**config.mk**
```make
export PLATFORM = sky130hd
export DESIGN_NAME = vec_multi_load_seq
export DESIGN_NICKNAME = d
export VERILOG_FILES = /design/src/rtl/vec_multi_load_seq.sv
export SDC_FILE = /design/constraint.sdc
export NUM_CORES = 2
export LEC_CHECK = 0
export BUFFER_PORTS_ARGS = -buffer_cell sky130_fd_sc_hd__buf_2
export CAP_MARGIN = 5
export CORE_ASPECT_RATIO = 1.1
export CORE_MARGIN = 1.5
export CORE_UTILIZATION = 56
export DETAILED_ROUTE_END_ITERATION = 7
export HOLD_SLACK_MARGIN = 0.02
export PLACE_DENSITY = 0.77
export SYNTH_ARGS = -nofsm -noshare
export SYNTH_HDL_FRONTEND = slang
export SYNTH_SLANG_ARGS = --single-unit
```
**constraint.sdc**
```tcl
create_clock -name clk -period 3.5 [get_ports clk]
set_clock_uncertainty 0.2 [all_clocks]
set_input_delay 0.175 -clock clk [delete_from_list [all_inputs] [get_ports clk]]
set_output_delay 0.175 -clock clk [all_outputs]
set_load 0.03 [all_outputs]
```
**src/rtl/vec_multi_load_seq.sv**
```systemverilog
module vec_multi_load_seq #(
  parameter int VLEN = 256
) (
  input  logic                clk,
  input  logic                rst_n,
  input  logic                start,
  input  logic [4:0]          base_id,
  input  logic [63:0]         gp_base,
  input  logic [63:0]         sp_base,
  input  logic [63:0]         index_in,
  input  logic                four_regs,
  input  logic [3:0]          dst_field,
  input  logic [4*VLEN/8-1:0] pmask,
  output logic                req_valid,
  input  logic                req_ready,
  output logic [63:0]         req_addr,
  output logic                req_nt,
  input  logic                rsp_valid,
  input  logic [63:0]         rsp_data,
  output logic                wr_en,
  output logic [4:0]          wr_reg,
  output logic [VLEN-1:0]     wr_data,
  output logic                done,
  output logic                align_err
);
  localparam int ELEMS = VLEN / 64;
  localparam int SLOTS = 4 * ELEMS;
  localparam int SW    = $clog2(SLOTS);
  localparam int EB    = $clog2(ELEMS);

  typedef enum logic [1:0] {S_IDLE, S_RUN, S_WAIT, S_WRITE} st_t;

  st_t                          st_q;
  logic [SW-1:0]                slot_q;
  logic [1:0]                   wcnt_q;
  logic                         four_q;
  logic [4:0]                   first_q;
  logic [63:0]                  addr_q;
  logic [SLOTS-1:0]             act_q;
  logic [3:0][ELEMS-1:0][63:0]  data_q;
  logic                         done_q, align_q;

  logic [SLOTS-1:0]   act_in;
  logic [SLOTS*7-1:0] unused_mask_hi;
  for (genvar k = 0; k < SLOTS; k++) begin : g_act
    assign act_in[k]                 = pmask[8*k];
    assign unused_mask_hi[7*k +: 7]  = pmask[8*k+1 +: 7];
  end
  logic unused_sink;
  assign unused_sink = ^unused_mask_hi;

  logic        sp_sel, misalign, active, last_slot, last_wr, slot_done;
  logic [63:0] base_w;

  assign sp_sel    = (base_id == 5'd31);
  assign base_w    = sp_sel ? sp_base : gp_base;
  assign misalign  = sp_sel && (base_w[3:0] != 4'd0);
  assign active    = act_q[slot_q];
  assign last_slot = slot_q == (four_q ? SW'(SLOTS - 1) : SW'(SLOTS/2 - 1));
  assign last_wr   = wcnt_q == (four_q ? 2'd3 : 2'd1);
  assign slot_done = (st_q == S_RUN && !active) || (st_q == S_WAIT && rsp_valid);

  assign req_valid = (st_q == S_RUN) && active;
  assign req_addr  = addr_q;
  assign req_nt    = 1'b1;
  assign wr_en     = (st_q == S_WRITE);
  assign wr_reg    = first_q + {3'b000, wcnt_q};
  assign wr_data   = data_q[wcnt_q];
  assign done      = done_q;
  assign align_err = align_q;

  always_ff @(posedge clk or negedge rst_n) begin
    if (!rst_n) begin
      st_q    <= S_IDLE;
      slot_q  <= '0;
      wcnt_q  <= '0;
      four_q  <= 1'b0;
      first_q <= '0;
      addr_q  <= '0;
      act_q   <= '0;
      data_q  <= '0;
      done_q  <= 1'b0;
      align_q <= 1'b0;
    end else begin
      done_q  <= 1'b0;
      align_q <= 1'b0;
      case (st_q)
        S_IDLE: if (start) begin
          if (misalign) begin
            align_q <= 1'b1;
          end else begin
            st_q    <= S_RUN;
            slot_q  <= '0;
            wcnt_q  <= '0;
            four_q  <= four_regs;
            first_q <= four_regs ? {dst_field[2:0], 2'b00} : {dst_field, 1'b0};
            addr_q  <= base_w + (index_in << 3);
            act_q   <= act_in;
          end
        end
        S_RUN:   if (active && req_ready) st_q <= S_WAIT;
        S_WRITE: begin
          wcnt_q <= wcnt_q + 2'd1;
          if (last_wr) begin
            st_q   <= S_IDLE;
            done_q <= 1'b1;
          end
        end
        default: ;
      endcase
      if (slot_done) begin
        data_q[slot_q[SW-1:EB]][slot_q[EB-1:0]] <= (st_q == S_WAIT) ? rsp_data : 64'd0;
        addr_q <= addr_q + 64'd8;
        slot_q <= slot_q + 1'b1;
        st_q   <= last_slot ? S_WRITE : S_RUN;
      end
    end
  end
endmodule

```
# After elaboration in Yosys (flattened, before gate mapping)

Cells that the tools add are included.

Bits in registers: 1,120
Bits in latches: 0
RAM bits: 0
Bits in read-only memories: 0
Input bits: 399
Output and inout port bits: 330
Memories: 0

Add/sub/neg operators: 5
$mul: 0
Div/mod/pow operators: 0
Order comparisons: 6
Equal/unequal tests: 13
Shift-type cells: 0
Mux-type cells: 37
Bitwise logic cells: 1
Reductions and logical operators: 19

Operators with widths:

| kind                  | number |
|---|---|
| $bwmux 1024           | 1 |
| $bmux 256 s2          | 1 |
| $demux 256 s2         | 1 |
| $mux 256              | 2 |
| $mux 64               | 7 |
| $demux 64 s2          | 1 |
| $add 64x4->64 const B | 1 |
| $add 64x64->64        | 1 |
| $mux 4                | 5 |
| $mux 2                | 9 |
| $lt 2x3->1 const B    | 3 |
| $reduce_and 3->1      | 3 |
| $reduce_bool 4->1     | 2 |
| $logic_and 1x1->1     | 7 |
| $mux 1                | 6 |
| $ne 3x3->1 const B    | 2 |
| $pmux 2 s3            | 1 |
| $reduce_bool 2->1     | 3 |
| $add 5x2->5           | 1 |
| $eq 5x5->1 const B    | 1 |
| $lt 4x5->1 const B    | 1 |
| $mux 5                | 1 |
| $reduce_and 5->1      | 1 |
| $add 4x1->4 const B   | 1 |
| other kinds (16)      | 19 |

# Depth between registers and ports, before layout

Depth in word-level cells: 8
Mapped depth: 19
Gate-level depth less buffers: 17

# Worst setup path before layout

OpenSTA, ideal clock, no wires.

Path type: input port to flip-flop
Start point: input port base_id[2]
End point: register addr_q[63], in the netlist req_addr[63]
Setup time: 0.087 ns
Data arrival time: 4.122 ns
Path slack: -0.909 ns
Stages: 16
Path buffers: 3
Path through: and3_1 > nand3_1 > clkbuf_1 > clkbuf_1 > mux2_2 > ha_1 > clkbuf_2 > nand2_1 > or4_1 > nor4_1 > a21oi_2 > o31a_1 > o221ai_2 > a211oi_1 > o311a_1 > a211oi_2

Longest elaborated chain between the ends: 7
Elaborated cells between the ends (all ways): 11
Those cells by class: add/sub (1); eq/ne (2); mux (5); reduce/logical (3)

RTL lines:

| what                 | RTL line | source |
|---|---|---|
| start, declared      | 7        | `input logic [4:0] base_id,` |
| $eq 5x5->1 (*)       | 55       | `assign sp_sel = (base_id == 5'd31);` |
| $mux 64              | 56       | `assign base_w = sp_sel ? sp_base : gp_base;` |
| $add 64x64->64       | 97       | `addr_q <= base_w + (index_in << 3);` |
| $mux 64              | 89       | `if (misalign) begin` |
| $mux 64              | 88       | `S_IDLE: if (start) begin` |
| $mux 64              | 87       | `case (st_q)` |
| $mux 64              | 111      | `if (slot_done) begin` |
| end signal, assigned | 97       |  |
| end signal, assigned | 113      | `addr_q <= addr_q + 64'd8;` |
| end, declared        | 38       | `logic [63:0] addr_q;` |

Every way passes the cells marked *; elsewhere a longest branch is shown, timed or not. The select of a mux whose other input is x is not followed.
A chain may end at the register's enable or synchronous reset.

# Worst setup path in the final report

Start point: input port base_id[1]
End point: register addr_q[63], in the netlist req_addr[63]

The elaborated chain is that of the path after synthesis.

==> results.yml <==
power_and_ir_drop:
  leakage_nw: 29.7
  ir_drop_mv: 0.491
  total_power_mw: 47.2
  powerDensity_nw_per_um2: 728
global_routing:
  grt_start_max_net_pins: 133
  grt_first_pass_wirelength_um: 250000
  grt_usage_pct: 34.3
  first_global_vias: 44300
  overflow: 0
  antenna_found_initial: 5
sta:
  period_share_pct: 99.6
  hold_viol: 0
  drv_slew: 0
  rsz0062_at_grt: "true"
  slew_headroom_pct: 52.7
  max_freq_mhz: 287
  setup_viol: 0
  finalCriticalPeriod_ps: 3490
  worst_slew_pin_slew_ps: 710
run_status:
  status: "finished clean"
setup_path:
  worstPathMaxFanout: 8
  cpMaxStageDelayCell: "or4_4"
  rrSetupSlack_ps: 140
  required_ps: 3900
  crit_chain: "buf_2 -> and3_4 -> nand3_4 -> buf_12 -> buf_12 -> buf_8 -> mux2_2 -> ha_4 -> nand4_4 -> or4_4 -> or2_4 -> o21ai_4 -> a21oi_2 -> o31a_1 -> o221ai_2 -> a211oi_2 -> o311a_1 -> a211oi_2"
  critPathKind: "input port to flip-flop"
  cp-start-kind: "input port"
  end_kind: "flip-flop"
  cp_top_family: "compound AO/OA/AOI/OAI gates"
  max_stage_delay_ps: 450
  arrival_ps: 3880
  critical_path_buf_inv_count: 4
die:
  io_pins: 729
  core_sq_um: 91100
  start_util_pct: 56.6
  die_y_um: 321
  die_area_sq_um: 94000
  num_rows: 116
  die_w_um: 292
cts:
  cts_buffers: 109
  path_clk_slew_ps: 60
  cts_max_level: 3
  clockRootBuffer: "clkbuf_16"
  clock-sinks: 1119
  cts_tree: "done"
  clk_latency_ps: 690
  cts_buffer_depth: 3
drt:
  drtAntennaViolNets: 0
  vias_per_cell: 6.09
  routed-via-count: 43100
  drt_wl_total_um: 161000
  wl_per_cell_um: 22.8
  drt_pass1_iterations: 6
  first_iter_violations: 3453
  drc: 0
synthesis:
  ys_top_cells_by_area: "dfrtp_1 (54%), mux4_2 (11%), o21ai_0 (11%)"
  synth.most_common_cell: "nand2_1"
  synth_top_cell_by_area: "dfrtp_1"
  synth.top_cell.area_share_pct: 54.3
  synth_ff_type: "dfrtp_1"
  seq_area_frac_synth_pct: 54.3
  syn-cell-area_sq_um: 51600
  ys_seq_elements: 1119
  synth_edf_count: 0
  syn-instance-count: 4963
  synth.distinct_cells: 84
  syn-num-nets: 5436
  syn_avg_cell_area_sq_um: 10.4
  synth_commonest_cells: "nand2_1 (1264), dfrtp_1 (1119), o21ai_0 (1083), clkbuf_1 (352), mux4_2 (261)"
  async_flop_share_pct: 100
  ys_warn_count: 0
cells_and_area:
  area_delta_synth_final_pct: 25.6
  final_area_sq_um: 64800
  drive_gt1_share_pct: 27.1
  final_core_util_pct: 71.1
  fin_nets: 6277
worst_hold_path:
  hold_path.class: "input port to flip-flop"
place:
  place.gp.congestion: 0.953
  dpl-instance-area_sq_um: 58500
  io_buffers: 612
  hpwl_um: 105000
run:
  max_cap_viol_count: 0
-- power breakdown --
part           internal, mW  switching, mW  leakage, nW
Combinational          6.23           11.0         12.4
Sequential             15.4           1.80         15.4
Clock                  7.52           5.18         1.92
Total                  29.2           18.0         29.7
-- state kept, by name, summed over array words and instances (netlist names) --
signal     count
act_q         16
data_q      1024
align_err      1
st_q           2
first_q        4
done           1
wcnt_q         2
slot_q         4
req_addr      64
four_q         1
-- worst min-delay path, delay by kind of cell --
family / cells / cell delay [ps]
compound gates: 1 / 60
xor+xnor: 1 / 150
fa+ha+maj: 1 / 290
buf+inv: 1 / 70
mux: 1 / 130
-- through the flow --
step / TNS [ps] / worst slack, ps / std cells / hold slack (ps)
finish: 0 / 14.0 / 7084 / 55.4
global route: -205 / -47.2 / 7082 / 54.4
CTS: 0 / 3.30 / 7067 / 21.9
detailed placement: -16830 / -696 / 6676 / 65.3
global placement: -15080 / -659 / 6676 / 59.5
floorplan: -2040 / -357 / 4963 / -321
-- layout by cell type, fill, tap and decap left out, types with 21 or more instances in the layout --
| cell type | synthesis | layout |
|---|---|---|
| xnor2_1 | 28 | 28 |
| nand3_1 | 45 | 42 |
| clkbuf_16 | 0 | 113 |
| clkbuf_8 | 0 | 25 |
| inv_1 | 27 | 27 |
| clkinv_2 | 0 | 22 |
| mux4_2 | 261 | 261 |
| buf_12 | 0 | 75 |
| dfrtp_1 | 1119 | 1117 |
| a21oi_1 | 106 | 99 |
| nand4_1 | 37 | 37 |
| buf_2 | 15 | 611 |
| o21ai_0 | 1083 | 1072 |
| nand2_1 | 1264 | 1244 |
| o21ai_1 | 29 | 37 |
| dlygate4sd3_1 | 0 | 185 |
| nor2_1 | 82 | 77 |
| ha_4 | 0 | 25 |
| a21o_1 | 23 | 23 |
| buf_4 | 3 | 269 |
| ha_1 | 73 | 47 |
| xor2_1 | 27 | 27 |
| nor3_1 | 24 | 21 |
| mux2_2 | 60 | 47 |
-- cell families after synthesis --
family	count (synthesis)	share of synthesized area, %
AO/OA/AOI/OAI	1394	14.6
XOR/XNOR	55	0.933
adder cells (fa/ha/maj)	74	1.81
buffers and inverters	446	3.33
flip-flops	1119	54.3
multiplexers	331	12.9
other	1	0.00727
AND/OR/NAND/NOR	1543	12.1
-- timing repair --
action	in CTS	in global routing
gates resized for setup	0	83
hold buffers	186	0
buffers inserted	0	10
endpoints found under the setup margin	0	27
endpoints found under the hold margin	1772	0
-- area by class of cell --
cell class              count  area [sq um]
diodes                      6          15.0
clock buffers             155          3210
clock inverters            50           713
fillers                  6124         26300
inverters                  27           101
multi-input cells        3398         22700
flip-flops and latches   1119         28000
well taps                1180          1480
repair buffers           1149          8570
-- path summary, 6_finish.rpt --
path                             start      endpoint  cells past startpoint
setup reg to reg             slot_q[0]    data_q[14]                      9
min in group asynchronous        rst_n   data_q[600]                      3
max in group asynchronous        rst_n  req_addr[60]                      3
hold / removal             sp_base[58]  req_addr[58]                      5
hold reg to reg              act_q[12]     act_q[12]                      2
setup / recovery            base_id[1]  req_addr[63]                     18
-- metal layers --
metal,track usage (%),wire length (um),vias to the layer above
met4,17.8,9250,0
li1,-,-,19100
met5,0,0,-
met1,43.1,60600,21600
met2,57.2,79100,1969
met3,6.23,12500,483
No activity file was read; power rests on OpenSTA's default activity.
